$ cat src/rtl/exc_entry_pkg.sv
// Package: widths and types shared by the exception entry sequencer.
// Assumes a 32-bit datapath, 8-bit vector numbers and a 4-bit mask.
package exc_entry_pkg;

    localparam int unsigned XLEN   = 32;
    localparam int unsigned VEC_W  = 8;
    localparam int unsigned MASK_W = 4;

    typedef enum logic [2:0] {
        EK_IRQ      = 3'd0,
        EK_ADDR     = 3'd1,
        EK_ILL_GEN  = 3'd2,
        EK_ILL_SLOT = 3'd3,
        EK_TRAP     = 3'd4
    } exc_kind_e;

    typedef struct packed {
        logic              valid;
        exc_kind_e         kind;
        logic [VEC_W-1:0]  vec;
        logic [MASK_W-1:0] lvl;
    } exc_req_t;

endpackage

$ cat src/rtl/exc_reset_detect.sv
// Reset cause detector.
// Turns rising edges of the two reset pins and a one-cycle watchdog
// strobe into a single reset event plus its kind (power-on or manual).
// Assumes pins are already synchronous to clk; wdt_ovf lasts one cycle.
module exc_reset_detect (
    input  logic clk,
    input  logic rst_n,
    input  logic por_pin,
    input  logic mres_pin,
    input  logic wdt_ovf,
    input  logic wdt_manual,
    output logic rst_evt,
    output logic rst_manual
);

    logic por_q;
    logic mres_q;
    logic por_rise;
    logic mres_rise;
    logic wdt_por;
    logic wdt_mres;

    // Remember last pin levels; reset to high so no edge appears at start.
    always_ff @(posedge clk) begin
        if (!rst_n) begin
            por_q  <= 1'b1;
            mres_q <= 1'b1;
        end else begin
            por_q  <= por_pin;
            mres_q <= mres_pin;
        end
    end

    // Combine causes; a power-on cause outranks a manual one.
    always_comb begin
        por_rise   = por_pin & ~por_q;
        mres_rise  = mres_pin & ~mres_q;
        wdt_por    = wdt_ovf & ~wdt_manual;
        wdt_mres   = wdt_ovf & wdt_manual;
        rst_evt    = por_rise | mres_rise | wdt_ovf;
        rst_manual = ~(por_rise | wdt_por) & (mres_rise | wdt_mres);
    end

    AST_EVT_NEEDS_CAUSE: assert property (@(posedge clk) disable iff (!rst_n)
        (rst_evt && !wdt_ovf) |-> ($rose(por_pin) || $rose(mres_pin)));

endmodule

$ cat src/rtl/exc_classify.sv
// Non-reset cause classifier.
// Sorts opcode faults by delay-slot context, gates interrupts on
// instruction completion and picks one cause by fixed ranking.
// Assumes all inputs are valid for the cycle they are high.
module exc_classify
    import exc_entry_pkg::*;
#(
    parameter logic [VEC_W-1:0] GEN_ILL_VEC  = 8'd4,
    parameter logic [VEC_W-1:0] SLOT_ILL_VEC = 8'd6
) (
    input  logic              clk,
    input  logic              rst_n,
    input  logic              insn_done,
    input  logic              irq_req,
    input  logic [MASK_W-1:0] irq_level,
    input  logic [VEC_W-1:0]  irq_vec,
    input  logic              addr_err,
    input  logic [VEC_W-1:0]  ae_vec,
    input  logic              trap_req,
    input  logic [VEC_W-1:0]  trap_vec,
    input  logic              illegal_op,
    input  logic              pc_mod,
    input  logic              in_slot,
    output exc_req_t          req
);

    logic ill_gen;
    logic ill_slot;
    logic irq_ok;

    // Delay-slot context decides which opcode fault is raised.
    always_comb begin
        ill_gen  = illegal_op & ~in_slot;
        ill_slot = in_slot & (illegal_op | pc_mod);
        irq_ok   = irq_req & insn_done;
    end

    // Fixed ranking: address error, slot fault, general fault, trap, irq.
    always_comb begin
        req       = '0;
        req.kind  = EK_IRQ;
        req.valid = addr_err | ill_slot | ill_gen | trap_req | irq_ok;
        if (addr_err) begin
            req.kind = EK_ADDR;
            req.vec  = ae_vec;
        end else if (ill_slot) begin
            req.kind = EK_ILL_SLOT;
            req.vec  = SLOT_ILL_VEC;
        end else if (ill_gen) begin
            req.kind = EK_ILL_GEN;
            req.vec  = GEN_ILL_VEC;
        end else if (trap_req) begin
            req.kind = EK_TRAP;
            req.vec  = trap_vec;
        end else if (irq_ok) begin
            req.kind = EK_IRQ;
            req.vec  = irq_vec;
            req.lvl  = irq_level;
        end
    end

    AST_ONE_FAULT_CLASS: assert property (@(posedge clk) disable iff (!rst_n)
        $onehot0({ill_gen, ill_slot}));

endmodule

$ cat src/rtl/exc_seq_fsm.sv
// Entry sequencer state machine and memory master.
// Reset flow: two vector reads, then register strobes.
// Other flow: two stack pushes, one vector read, then register strobes.
// Assumes one outstanding memory request; mem_ack only while mem_req.
// A reset event restarts the machine from any state.
module exc_seq_fsm
    import exc_entry_pkg::*;
#(
    parameter logic [XLEN-1:0] POR_BASE  = 32'h0000_0000,
    parameter logic [XLEN-1:0] MRES_BASE = 32'h0000_0008
) (
    input  logic              clk,
    input  logic              rst_n,
    input  logic              rst_evt,
    input  logic              rst_manual,
    input  exc_req_t          req,
    input  logic [XLEN-1:0]   core_pc,
    input  logic [XLEN-1:0]   core_sp,
    input  logic [XLEN-1:0]   core_sr,
    input  logic [XLEN-1:0]   core_vbr,
    output logic              mem_req,
    output logic              mem_we,
    output logic [XLEN-1:0]   mem_addr,
    output logic [XLEN-1:0]   mem_wdata,
    input  logic              mem_ack,
    input  logic [XLEN-1:0]   mem_rdata,
    output logic              busy,
    output logic              handler_go,
    output logic              pc_we,
    output logic [XLEN-1:0]   pc_wdata,
    output logic              sp_we,
    output logic [XLEN-1:0]   sp_wdata,
    output logic              vbr_clr,
    output logic              imask_we,
    output logic [MASK_W-1:0] imask_wdata
);

    localparam int unsigned    PAD_W = XLEN - VEC_W - 2;
    localparam logic [XLEN-1:0] WORD = XLEN'(4);

    typedef enum logic [2:0] {
        ST_IDLE,
        ST_RV_PC,
        ST_RV_SP,
        ST_PUSH_SR,
        ST_PUSH_PC,
        ST_FETCH_VEC
    } st_e;

    st_e               state;
    logic              manual_q;
    logic              kind_irq_q;
    logic [MASK_W-1:0] lvl_q;
    logic [VEC_W-1:0]  vec_q;
    logic [XLEN-1:0]   sp_q;
    logic [XLEN-1:0]   sr_q;
    logic [XLEN-1:0]   pc_q;
    logic [XLEN-1:0]   vbr_q;
    logic [XLEN-1:0]   pc_tmp;
    logic [XLEN-1:0]   rst_base;

    // Pick the vector pair base for the reset kind in progress.
    always_comb rst_base = manual_q ? MRES_BASE : POR_BASE;

    // Step through the sequence and emit the completion strobes.
    always_ff @(posedge clk) begin
        if (!rst_n) begin
            state       <= ST_IDLE;
            manual_q    <= 1'b0;
            kind_irq_q  <= 1'b0;
            lvl_q       <= '0;
            vec_q       <= '0;
            sp_q        <= '0;
            sr_q        <= '0;
            pc_q        <= '0;
            vbr_q       <= '0;
            pc_tmp      <= '0;
            handler_go  <= 1'b0;
            pc_we       <= 1'b0;
            pc_wdata    <= '0;
            sp_we       <= 1'b0;
            sp_wdata    <= '0;
            vbr_clr     <= 1'b0;
            imask_we    <= 1'b0;
            imask_wdata <= '0;
        end else begin
            handler_go <= 1'b0;
            pc_we      <= 1'b0;
            sp_we      <= 1'b0;
            vbr_clr    <= 1'b0;
            imask_we   <= 1'b0;
            if (rst_evt) begin
                state    <= ST_RV_PC;
                manual_q <= rst_manual;
            end else begin
                case (state)
                    ST_IDLE: begin
                        if (req.valid && !handler_go) begin
                            kind_irq_q <= (req.kind == EK_IRQ);
                            lvl_q      <= req.lvl;
                            vec_q      <= req.vec;
                            sp_q       <= core_sp;
                            sr_q       <= core_sr;
                            pc_q       <= core_pc;
                            vbr_q      <= core_vbr;
                            state      <= ST_PUSH_SR;
                        end
                    end
                    ST_RV_PC: begin
                        if (mem_ack) begin
                            pc_tmp <= mem_rdata;
                            state  <= ST_RV_SP;
                        end
                    end
                    ST_RV_SP: begin
                        if (mem_ack) begin
                            pc_we       <= 1'b1;
                            pc_wdata    <= pc_tmp;
                            sp_we       <= 1'b1;
                            sp_wdata    <= mem_rdata;
                            vbr_clr     <= 1'b1;
                            imask_we    <= 1'b1;
                            imask_wdata <= '1;
                            handler_go  <= 1'b1;
                            state       <= ST_IDLE;
                        end
                    end
                    ST_PUSH_SR: begin
                        if (mem_ack) state <= ST_PUSH_PC;
                    end
                    ST_PUSH_PC: begin
                        if (mem_ack) state <= ST_FETCH_VEC;
                    end
                    ST_FETCH_VEC: begin
                        if (mem_ack) begin
                            pc_we       <= 1'b1;
                            pc_wdata    <= mem_rdata;
                            sp_we       <= 1'b1;
                            sp_wdata    <= sp_q - (WORD + WORD);
                            imask_we    <= kind_irq_q;
                            imask_wdata <= lvl_q;
                            handler_go  <= 1'b1;
                            state       <= ST_IDLE;
                        end
                    end
                    default: state <= ST_IDLE;
                endcase
            end
        end
    end

    // Drive the memory master from the current state and captured values.
    always_comb begin
        mem_req   = 1'b1;
        mem_we    = 1'b0;
        mem_addr  = '0;
        mem_wdata = '0;
        case (state)
            ST_RV_PC:     mem_addr = rst_base;
            ST_RV_SP:     mem_addr = rst_base + WORD;
            ST_PUSH_SR: begin
                mem_we    = 1'b1;
                mem_addr  = sp_q - WORD;
                mem_wdata = sr_q;
            end
            ST_PUSH_PC: begin
                mem_we    = 1'b1;
                mem_addr  = sp_q - (WORD + WORD);
                mem_wdata = pc_q;
            end
            ST_FETCH_VEC: mem_addr = vbr_q + {{PAD_W{1'b0}}, vec_q, 2'b00};
            default:      mem_req = 1'b0;
        endcase
    end

    // Busy covers every state but idle.
    always_comb busy = (state != ST_IDLE);

    AST_REQ_HELD: assert property (@(posedge clk) disable iff (!rst_n)
        (mem_req && !mem_ack && !rst_evt) |=>
            (mem_req && $stable(mem_addr) && $stable(mem_we) && $stable(mem_wdata)));

    AST_GO_AFTER_ACK: assert property (@(posedge clk) disable iff (!rst_n)
        handler_go |-> $past(mem_req && mem_ack));

    AST_MASK_SOURCE: assert property (@(posedge clk) disable iff (!rst_n)
        imask_we |-> (vbr_clr || kind_irq_q));

    AST_IDLE_QUIET: assert property (@(posedge clk) disable iff (!rst_n)
        !busy |-> !mem_req);

endmodule

$ cat src/rtl/exc_entry_seq.sv
// Top level of the exception entry sequencer.
// Wires the reset cause detector, the non-reset classifier and the
// sequencing state machine. Assumes the core holds core_* steady and
// stays stalled while busy is high.
module exc_entry_seq
    import exc_entry_pkg::*;
#(
    parameter logic [VEC_W-1:0] GEN_ILL_VEC  = 8'd4,
    parameter logic [VEC_W-1:0] SLOT_ILL_VEC = 8'd6,
    parameter logic [XLEN-1:0]  POR_BASE     = 32'h0000_0000,
    parameter logic [XLEN-1:0]  MRES_BASE    = 32'h0000_0008
) (
    input  logic              clk,
    input  logic              rst_n,
    input  logic              por_pin,
    input  logic              mres_pin,
    input  logic              wdt_ovf,
    input  logic              wdt_manual,
    input  logic              insn_done,
    input  logic              irq_req,
    input  logic [MASK_W-1:0] irq_level,
    input  logic [VEC_W-1:0]  irq_vec,
    input  logic              addr_err,
    input  logic [VEC_W-1:0]  ae_vec,
    input  logic              trap_req,
    input  logic [VEC_W-1:0]  trap_vec,
    input  logic              illegal_op,
    input  logic              pc_mod,
    input  logic              in_slot,
    input  logic [XLEN-1:0]   core_pc,
    input  logic [XLEN-1:0]   core_sp,
    input  logic [XLEN-1:0]   core_sr,
    input  logic [XLEN-1:0]   core_vbr,
    output logic              mem_req,
    output logic              mem_we,
    output logic [XLEN-1:0]   mem_addr,
    output logic [XLEN-1:0]   mem_wdata,
    input  logic              mem_ack,
    input  logic [XLEN-1:0]   mem_rdata,
    output logic              busy,
    output logic              handler_go,
    output logic              pc_we,
    output logic [XLEN-1:0]   pc_wdata,
    output logic              sp_we,
    output logic [XLEN-1:0]   sp_wdata,
    output logic              vbr_clr,
    output logic              imask_we,
    output logic [MASK_W-1:0] imask_wdata
);

    logic     rst_evt;
    logic     rst_manual;
    exc_req_t req;

    exc_reset_detect i_rst_det (
        .clk        (clk),
        .rst_n      (rst_n),
        .por_pin    (por_pin),
        .mres_pin   (mres_pin),
        .wdt_ovf    (wdt_ovf),
        .wdt_manual (wdt_manual),
        .rst_evt    (rst_evt),
        .rst_manual (rst_manual)
    );

    exc_classify #(
        .GEN_ILL_VEC  (GEN_ILL_VEC),
        .SLOT_ILL_VEC (SLOT_ILL_VEC)
    ) i_classify (
        .clk        (clk),
        .rst_n      (rst_n),
        .insn_done  (insn_done),
        .irq_req    (irq_req),
        .irq_level  (irq_level),
        .irq_vec    (irq_vec),
        .addr_err   (addr_err),
        .ae_vec     (ae_vec),
        .trap_req   (trap_req),
        .trap_vec   (trap_vec),
        .illegal_op (illegal_op),
        .pc_mod     (pc_mod),
        .in_slot    (in_slot),
        .req        (req)
    );

    exc_seq_fsm #(
        .POR_BASE  (POR_BASE),
        .MRES_BASE (MRES_BASE)
    ) i_fsm (
        .clk         (clk),
        .rst_n       (rst_n),
        .rst_evt     (rst_evt),
        .rst_manual  (rst_manual),
        .req         (req),
        .core_pc     (core_pc),
        .core_sp     (core_sp),
        .core_sr     (core_sr),
        .core_vbr    (core_vbr),
        .mem_req     (mem_req),
        .mem_we      (mem_we),
        .mem_addr    (mem_addr),
        .mem_wdata   (mem_wdata),
        .mem_ack     (mem_ack),
        .mem_rdata   (mem_rdata),
        .busy        (busy),
        .handler_go  (handler_go),
        .pc_we       (pc_we),
        .pc_wdata    (pc_wdata),
        .sp_we       (sp_we),
        .sp_wdata    (sp_wdata),
        .vbr_clr     (vbr_clr),
        .imask_we    (imask_we),
        .imask_wdata (imask_wdata)
    );

endmodule

$ cat config.mk
export PLATFORM = sky130hd
export DESIGN_NAME = exc_entry_seq
export DESIGN_NICKNAME = d
export VERILOG_FILES = /design/src/rtl/exc_entry_pkg.sv /design/src/rtl/exc_reset_detect.sv /design/src/rtl/exc_classify.sv /design/src/rtl/exc_seq_fsm.sv /design/src/rtl/exc_entry_seq.sv
export SDC_FILE = /design/constraint.sdc
export NUM_CORES = 1
export LEC_CHECK = 0
export BUFFER_PORTS_ARGS = -buffer_cell sky130_fd_sc_hd__clkbuf_2
export CAP_MARGIN = 20
export CORE_MARGIN = 3
export CORE_UTILIZATION = 53
export CTS_CLUSTER_DIAMETER = 80
export DETAILED_ROUTE_END_ITERATION = 10
export PLACE_DENSITY = 0.92
export REMOVE_ABC_BUFFERS = 1
export SYNTH_ARGS = -nofsm -noshare
export SYNTH_HDL_FRONTEND = slang
export SYNTH_HIERARCHICAL = 1
export SYNTH_SLANG_ARGS = --single-unit
$ cat constraint.sdc
create_clock -name clk -period 3.3 [get_ports clk]
set_clock_uncertainty 0.05 [all_clocks]
set_input_delay 0.66 -clock clk [delete_from_list [all_inputs] [get_ports clk]]
set_output_delay 0.66 -clock clk [all_outputs]
set_load 0.02 [all_outputs]
* Yosys cells after proc, flatten, opt, wreduce, memory -nomap -nowiden *
Index checks and enable logic that the tools add are counted.

storage, ports and cells
  input port bits = 202
  output and inout bits = 140
  flip-flop bits (word level) = 250
  logic and storage cells = 115

cells by class
  equal/unequal tests = 17
  reduce and logical (&&, ||, !) cells = 17
  mux-type cells = 32
  bitwise gates (word level) = 26
  add/sub/neg operators = 4

operators with widths
  kind                                                                     count
  32-bit one-hot mux with 2 select lines                                   3
  32-bit one-hot mux with 5 select lines                                   1
  32-bit two-way mux                                                       3
  11-bit two-way mux                                                       4
  32-bit by 10-bit adder with 32-bit output                                1
  32-bit by 3-bit adder with 32-bit output, second input constant          1
  32-bit by 3-bit subtractor with 32-bit output, second input constant     1
  32-bit by 4-bit subtractor with 32-bit output, second input constant     1
  4-bit two-way mux                                                        7
  3-bit two-way mux                                                        5
  3-bit one-hot mux with 5 select lines                                    1
  12-bit two-way mux                                                       1
  2-bit inequality test, second input constant                             5
  5-bit AND reduction                                                      2
  3-bit by 2-bit inequality test with 1-bit output, second input constant  3
  1-bit NOT                                                                9
  1-bit OR                                                                 9
  1-bit AND                                                                8
  4-bit one-hot mux with 2 select lines                                    1
  3-bit by 2-bit == test with 1-bit output, second input constant          2
  3-bit == test, second input constant                                     2
  3-bit logical NOT                                                        2
  3-bit by 1-bit inequality test with 1-bit output, second input constant  2
  3-bit AND reduction                                                      2
  12 further kinds                                                         20

* Longest topological paths before layout *
Gate-level depths: netlist of the first run.

  word-level depth = 10
  gate-level depth with buffers = 11
  mapped depth without buffers = 9

* Modules after synthesis *
Netlist of the first run, hierarchy kept.

modules (own cells, without submodules)
  module            cells an instance  area each (um^2)  times used
  exc_seq_fsm       1584               11755.0           1
  exc_classify      43                 275.3             1
  exc_reset_detect  10                 93.8              1

* Worst setup path after synthesis of the first run *
No wires, ideal clock.

  path kind = register to output
  start point = register i_fsm.sp_q[4]
  end point = output port mem_addr[17]
  arrival = 2.329 ns
  path slack = 0.261 ns
  data required time = 2.590 ns
  stages on the path, launching flop included = 10
  cell sequence = dfxtp_1 clkbuf_1 inv_1 ha_1 nor3b_4 nand3_1 nor4_1 a21oi_1 a311o_1 o21ai_1

on the way
  word-level cells in the longest chain between the ends = 2
  elaborated cells on any way between the ends = 3

RTL lines
  item                                                                                                                   RTL line                                source
  start: declaration                                                                                                     exc_seq_fsm.sv:55                       logic [XLEN-1:0] sp_q;
  start signal: assignment                                                                                               exc_seq_fsm.sv:102                      sp_q <= core_sp;
  32-bit by 4-bit subtractor with 32-bit output / 32-bit by 3-bit subtractor with 32-bit output (equally long branches)  exc_seq_fsm.sv:168, exc_seq_fsm.sv:163
  32-bit one-hot mux with 5 select lines *                                                                               exc_seq_fsm.sv:158                      case (state)
  end: declaration                                                                                                       exc_entry_seq.sv:36                     output logic [XLEN-1:0] mem_addr,

Mark *: on every way between the ends. The rest lies on a longest branch, timed or not.

* Worst setup path after layout of the first run *
  start point = register i_fsm.vbr_q[2]
  end point = output port mem_addr[20]

on the way
  word-level cells in the longest chain between the ends = 2

RTL lines
  item                                       RTL line            source
  start: declaration                         exc_seq_fsm.sv:58   logic [XLEN-1:0] vbr_q;
  start signal: assignment                   exc_seq_fsm.sv:105  vbr_q <= core_vbr;
  32-bit by 10-bit adder with 32-bit output  exc_seq_fsm.sv:171  ST_FETCH_VEC: mem_addr = vbr_q + {{PAD_W{1'b0}}, vec_q, 2'b00};
  32-bit one-hot mux with 5 select lines     exc_seq_fsm.sv:158

Every way passes these cells.

==> results of run 1 <==
==> power breakdown <==
part | internal (mW) | total [mW] | switching (mW)
clock network | 1.99 | 3.23 | 1.24
registers | 3.15 | 3.27 | 0.121
logic | 0.621 | 1.55 | 0.925
==> synth_stat cells (all sizes together), types with 3 or more instances <==
cell type  count
nor4b          5
or3b           3
nand2b        15
ha            11
a22o          37
nand3         18
nor4          13
a21oi        227
nor2         104
clkbuf       128
or4            5
o221ai         7
a221oi         3
nor3          40
a211oi         4
xor2          15
buf           14
xnor2         37
a221o          6
inv           16
a211o         15
a311o          4
and2           6
a311oi        36
or3           12
nor2b          5
o21ai         38
mux2i          5
nand4          9
a31oi          5
o211ai        12
nor3b          8
o22ai         11
nand2        489
dfxtp        250
==> stage by stage <==
stage / cell area [µm²] / TNS (ns)
finish: 15900 / -3.82
global route: 15900 / -5.88
CTS: 15600 / -3.24
detailed placement: 14200 / 0
global placement: 14200 / 0
floorplan: 11600 / -945.70
==> metal layers <==
metal  vias up  GRT usage [%]  wire length (µm)
li1       6247              -                 -
met3       150           7.18              3980
met1      6135           38.5             16200
met4         0           11.5              1870
met5         -              0                 0
met2       746           53.7             20500
==> area by class of cell <==
type,instances,area share (%)
Tap cell,280,2.20
Multi-Input combinational cell,1229,44.1
Clock buffer,32,4.42
Inverter,16,0.424
Sequential cell,250,31.5
Timing Repair Buffer,426,15.8
Clock inverter,16,1.53
==> registers in the layout (all words and copies together), names as in the netlist, 3 cells and up <==
signal and flops:
i_fsm/vbr_q 32, i_fsm/pc_wdata 32, i_fsm/pc_tmp 32, i_fsm/sr_q 32, i_fsm/sp_wdata 32, i_fsm/sp_q 32
i_fsm/vec_q 8, i_fsm/lvl_q 4, i_fsm/pc_q 32, i_fsm/state 3, i_fsm/imask_wdata 4
==> cell families after synthesis <==
logic type / Yosys count
xor+xnor: 52
compound gates: 420
flops: 250
fa+ha+maj: 12
buf+inv: 158
simple gates: 740
mux: 5
==> worst reg2reg max path: cells and delay by family (launching register included) <==
| family | cells | cell delay [ns] |
|---|---|---|
| and+or+nand+nor | 4 | 1.80 |
| DFF | 1 | 0.36 |
| AOI/OAI and AO/OA | 2 | 0.32 |
==> timing repair <==
action	4_1_cts	5_1_grt
setup endpoints to repair	26	25
resized for setup	95	48
endpoints found under the hold margin	0	0
gates cloned	1	0
buffers inserted	12	18
hold buffers	0	0
pin swaps	30	18
==> final timing paths <==
path,cells past startpoint,from,slack (ns),endpoint
setup / recovery,11,i_fsm/vbr_q[2],-0.37,mem_addr[20]
hold / removal,2,por_pin,0.28,i_rst_det/por_q
setup reg to reg,6,i_fsm/sp_q[25],0.64,i_fsm/sp_wdata[30]
hold reg to reg,2,i_fsm/sp_wdata[5],0.40,i_fsm/sp_wdata[5]
==> flow_summary.json, run 1 <==
{
  "outcome": "complete, but fails checks",
  "violations": "negative setup slack",
  "timing.final.ws_setup_ns": -0.375,
  "dp_cells": 2171,
  "period_share_pct": 111,
  "cts_made_buffers": 26,
  "endpoint_kind": "output pin",
  "routed-via-count": 13300,
  "power.total_mw": 8.05,
  "yosysTopAreaCellShare_pct": 41.3,
  "crit_chain": "ha_4 > inv_2 > fa_2 > nor2b_4 > o2111ai_4 > a31o_4 > buf_6 > nor4b_4 > xnor2_1 > o21ai_1 > buf_4",
  "antenna_left": 0,
  "clock.fmax_mhz": 272,
  "utilization_pct": 71.9,
  "leakagePower_nw": 6.36,
  "multi_input_area_um2": 7040,
  "slowest_delay_ns": 0.37,
  "core_region_area_um2": 22200,
  "rsz0062_at_grt": "yes",
  "slew_viol_final": 0,
  "area_growth_syn_to_layout_pct": 31.5,
  "io_buffers": 341,
  "cpMaxStageDelayCell": "fa_2",
  "synth_cell_types": 69,
  "final_cells": 2249,
  "power_density_nw_per_um2": 505,
  "cp-start-kind": "flop",
  "final_common_cell": "nand2_1",
  "drt_iter0_drc": 1207,
  "wl_per_cell_um": 18.9,
  "yosysSeqAreaShare_pct": 41.3,
  "numClockSinks": 250,
  "worst-path-buf-inv": 3,
  "synthXorXnorAreaFrac_pct": 3.76,
  "hpwl_um": 28900,
  "worst_hold_slack_ns": 0.279,
  "die_x_um": 157,
  "initial_core_util_pct": 54.7,
  "place_ws_ns": 0.0122,
  "maxCapViolCount": 0,
  "yosys.area_share.simple_pct": 26.3,
  "fin_nets": 2163,
  "synth_top_cells_by_area": "dfxtp_1 (41%), nand2_1 (15%), a21oi_1 (9.3%)",
  "grt_max_degree": 121,
  "postSynthAreaPerCell_um2": 7.41,
  "antenna_found_initial": 0,
  "grt_usage_pct": 31.3,
  "synth_largest_area_cell": "dfxtp_1",
  "critPathMaxFanout": 6,
  "via_per_inst": 5.90,
  "clk_pin_slew_ns": 0.06,
  "grt_pass1_wl_um": 62800,
  "diodes": 0,
  "post-route-drc-count": 0,
  "clockBufferDepth": 3,
  "async_reset_ff_share_pct": 0,
  "cts_root_buf": "clkbuf_16",
  "synth_edf_count": 0,
  "routed_wl_um": 42600,
  "grt_pass1_vias": 12100,
  "final_cell_mix": "nand2_1 (487), clkbuf_2 (322), dfxtp_1 (243)",
  "fp.dieArea_um2": 24700,
  "die_height_um": 157,
  "worstPathRequired_ns": 2.59,
  "muxShareOfSynthArea_pct": 0.413,
  "num_rows": 54,
  "netlist_area_um2": 12100,
  "synth_top_family_by_area": "simple AND/OR/NAND/NOR gates",
  "fillers": 1700,
  "synthFlopType": "dfxtp_1",
  "ir_drop_mv": 0.486,
  "finalHoldViolations": 0,
  "netlist_instances": 1637,
  "worstSetupPathType": "reg2out",
  "yosysWarnings": 6,
  "drive_above_1_share_pct": 28.8,
  "clkLatencyLatePin_ns": 0.53,
  "drt-pass1-iter-count": 5,
  "setup-violations-final": 21,
  "finalCriticalPeriod_ns": 3.67,
  "cts_tree": "yes",
  "synth-seq-cells": 250,
  "synth_compound_area_share_pct": 21.8,
  "place.gp.congestion": 0.950,
  "seq_area_um2": 5020,
  "grt_overflow": 0,
  "cpLargestDelayFamily": "compound AO/OA/AOI/OAI gates",
  "synthAdderAreaFrac_pct": 1.30,
  "arrival_ns": 2.96,
  "hp-class": "in2reg",
  "pin_count": 342,
  "tightestPinTransition_ns": 0.622,
  "h-tree-depth": 1,
  "maxSlewHeadroom_pct": 58.2
}
(Power assumes the default switching activity.)
==> run 2: changes to the inputs <==
ABC_AREA = 1   (was unset)
CORE_UTILIZATION = 54   (was 53)
GPL_TIMING_DRIVEN = 0   (was unset)
==> run 2 against run 1 <==
The flow now finishes without violations. Combinational power about the same. Critical endpoint is now mem_addr[10]. Largest power group unchanged. Count of clock-buffer cells in the layout stayed put. Clock power rose by 2%. Via count rose by 9.8%. Worst setup slack gained 0.39 ns. Sequential share of layout area down 0.17 points. Cell area grew 0.42%. Sequential power grew 4%. Sequential cell count is the same. Highest routed layer unchanged. Critical path depth down 3.
==> flow_summary.json, run 2 <==
{
  "worstSetupPathType": "reg2out",
  "clockBufferDepth": 3,
  "hp-class": "in2reg",
  "period_share_pct": 99.4,
  "timing.rr.start": "i_fsm/state[2]",
  "die_height_um": 161,
  "setup_tns_ns": 0,
  "min_to": "i_rst_det/por_q",
  "cp-start-kind": "flop",
  "dp_cells": 2516,
  "grt_max_degree": 131,
  "yosysWarnings": 6,
  "netlist_area_um2": 13000,
  "clock.fmax_mhz": 305,
  "r2r_cells": 10,
  "drive_above_1_share_pct": 21.6,
  "grt_overflow": 0,
  "drt_iter0_drc": 1451,
  "numClockSinks": 250,
  "power_density_nw_per_um2": 516,
  "fp.dieArea_um2": 25900,
  "async_reset_ff_share_pct": 0,
  "crit_top_cell": "nand2_1",
  "endpoint_kind": "output pin",
  "h-tree-depth": 1,
  "ir_drop_mv": 0.443,
  "maxSlewHeadroom_pct": 37.4,
  "area_growth_syn_to_layout_pct": 23.5,
  "clkLatencyLatePin_ns": 0.55,
  "synthFlopType": "dfxtp_1",
  "core_region_area_um2": 23500,
  "cts_made_buffers": 27,
  "synth_top_cells_by_area": "dfxtp_1 (39%), nand2_1 (12%), nor2_1 (9.4%)",
  "die_x_um": 161,
  "synthTopCellsByCount": "nand2_1 (421), nor2_1 (326), dfxtp_1 (250), o21ai_0 (240), nand3_1 (130)",
  "tightestPinTransition_ns": 0.938,
  "routed-via-count": 14600,
  "postSynthAreaPerCell_um2": 6.62,
  "synth_edf_count": 0,
  "fin_nets": 2451,
  "via_per_inst": 5.65,
  "yosysSeqAreaShare_pct": 38.6,
  "rsz0062_at_grt": "yes",
  "finalCriticalPeriod_ns": 3.28,
  "slowest_delay_ns": 0.48,
  "io_buffers": 341,
  "grt_pass1_wl_um": 68900,
  "post-route-drc-count": 0,
  "min_path_cells": 3,
  "leakagePower_nw": 7.63,
  "routed_wl_um": 43100,
  "antenna_found_initial": 3,
  "grt_usage_pct": 31.9,
  "final_cell_mix": "nand2_1 (413), clkbuf_2 (337), nor2_1 (318)",
  "hpwl_um": 30000,
  "cts_root_buf": "clkbuf_16",
  "slew_viol_final": 0,
  "final_cells": 2580,
  "outcome": "complete, no violations",
  "num_rows": 56,
  "cts_tree": "yes",
  "hp-start": "por_pin",
  "rrSetupSlack_ns": 0.27,
  "regToRegEndpoint": "i_fsm/pc_wdata[4]",
  "synth-seq-cells": 250,
  "hold_buffers": 0,
  "power.total_mw": 8.26,
  "fillers": 2008,
  "arrival_ns": 2.57,
  "antenna_left": 0,
  "drt-pass1-iter-count": 7,
  "synth_largest_area_cell": "dfxtp_1",
  "critPathMaxFanout": 6,
  "place.gp.congestion": 0.961,
  "crit_chain": "inv_1 > ha_1 > nand2_1 > nor2_2 > nand2_1 > o21ai_0 > o211ai_1 > buf_4",
  "synthMostInstantiatedCell": "nand2_1",
  "finalHoldViolations": 0,
  "worstPathRequired_ns": 2.59,
  "cpMaxStageDelayCell": "dfxtp_1",
  "synth_cell_types": 38,
  "final_common_cell": "nand2_1",
  "pin_count": 342,
  "clk_pin_slew_ns": 0.06,
  "wl_per_cell_um": 16.7,
  "grt_pass1_vias": 13900,
  "yosysTopAreaCellShare_pct": 38.6,
  "netlist_instances": 1958,
  "setup-violations-final": 0,
  "maxCapViolCount": 0,
  "initial_core_util_pct": 55.1
}
==> run 2: power by group <==
group,leakage (nW),switching [mW],internal (mW),total [mW]
clock,0.470,1.28,2.00,3.28
sequential,2.04,0.169,3.23,3.40
combinational,5.12,1.06,0.521,1.58
total,7.63,2.50,5.75,8.26
==> run 2: area by class of cell <==
class	instances	area, µm²	area share (%)
clock inverters	18	256	1.60
clock buffers	32	704	4.40
multi-input cells	1457	7000	43.7
diodes	3	7.51	0.0469
inverters	140	546	3.41
well taps	319	399	2.49
repair buffers	361	2090	13.0
flip-flops and latches	250	5010	31.3
==> run 2: kinds of logic after synthesis <==
group | count (synthesis) | share of synthesized area (%)
flops | 250 | 38.6
buf+inv | 254 | 8.70
simple gates | 967 | 30.8
xor+xnor | 13 | 0.878
compound gates | 462 | 19.8
fa+ha+maj | 12 | 1.22
==> run 2: worst max path at each step <==
| stage | start | endpoint | cells past startpoint |
|---|---|---|---|
| after floorplan | i_fsm/state[0] | mem_addr[5] | 4 |
| after global placement | addr_err | i_fsm/vbr_q[10] | 10 |
| after detailed placement | i_fsm/state[0] | i_fsm/sp_wdata[30] | 10 |
| after CTS | i_fsm/vbr_q[2] | mem_addr[10] | 11 |
| after global routing | i_fsm/sp_q[2] | mem_addr[10] | 8 |
| final | i_fsm/sp_q[2] | mem_addr[10] | 8 |
==> run 2: worst max-delay path, delay by kind of cell (launching register included) <==
| kind | cells | cell delay [ns] |
|---|---|---|
| and+or+nand+nor | 3 | 0.46 |
| buffers and inverters | 2 | 0.38 |
| DFF | 1 | 0.48 |
| adders and majority gates | 1 | 0.28 |
| AOI/OAI and AO/OA | 2 | 0.44 |
==> run 2: what timing repair did <==
| item | in CTS | in global routing |
|---|---|---|
| buffers inserted | 4 | 4 |
| gates cloned | 3 | 0 |
| setup endpoints to repair | 100 | 72 |
| resized for setup | 9 | 42 |
| pin swaps | 3 | 5 |
==> run 2: layer usage <==
metal / share of wire (%) / global-route usage (%) / vias up
li1: - / - / 7042
met1: 38 / 38.9 / 6603
met2: 46 / 54.2 / 774
met3: 10 / 7.92 / 161
met4: 5.1 / 12.7 / 0
met5: 0 / 0 / -
==> run 2: metrics by stage <==
step,area (µm²),worst slack [ns],utilization [%],hold WS [ns]
2_1_floorplan,12400,-1.00,-,0.379
3_3_place_gp,14500,-3.94,61.5,0.392
3_5_place_dp,14800,-0.592,62.8,0.398
4_1_cts,15800,0.00226,67.3,0.256
5_1_grt,16000,-0.0106,68.0,0.281
6_report,16000,0.0190,68.0,0.272
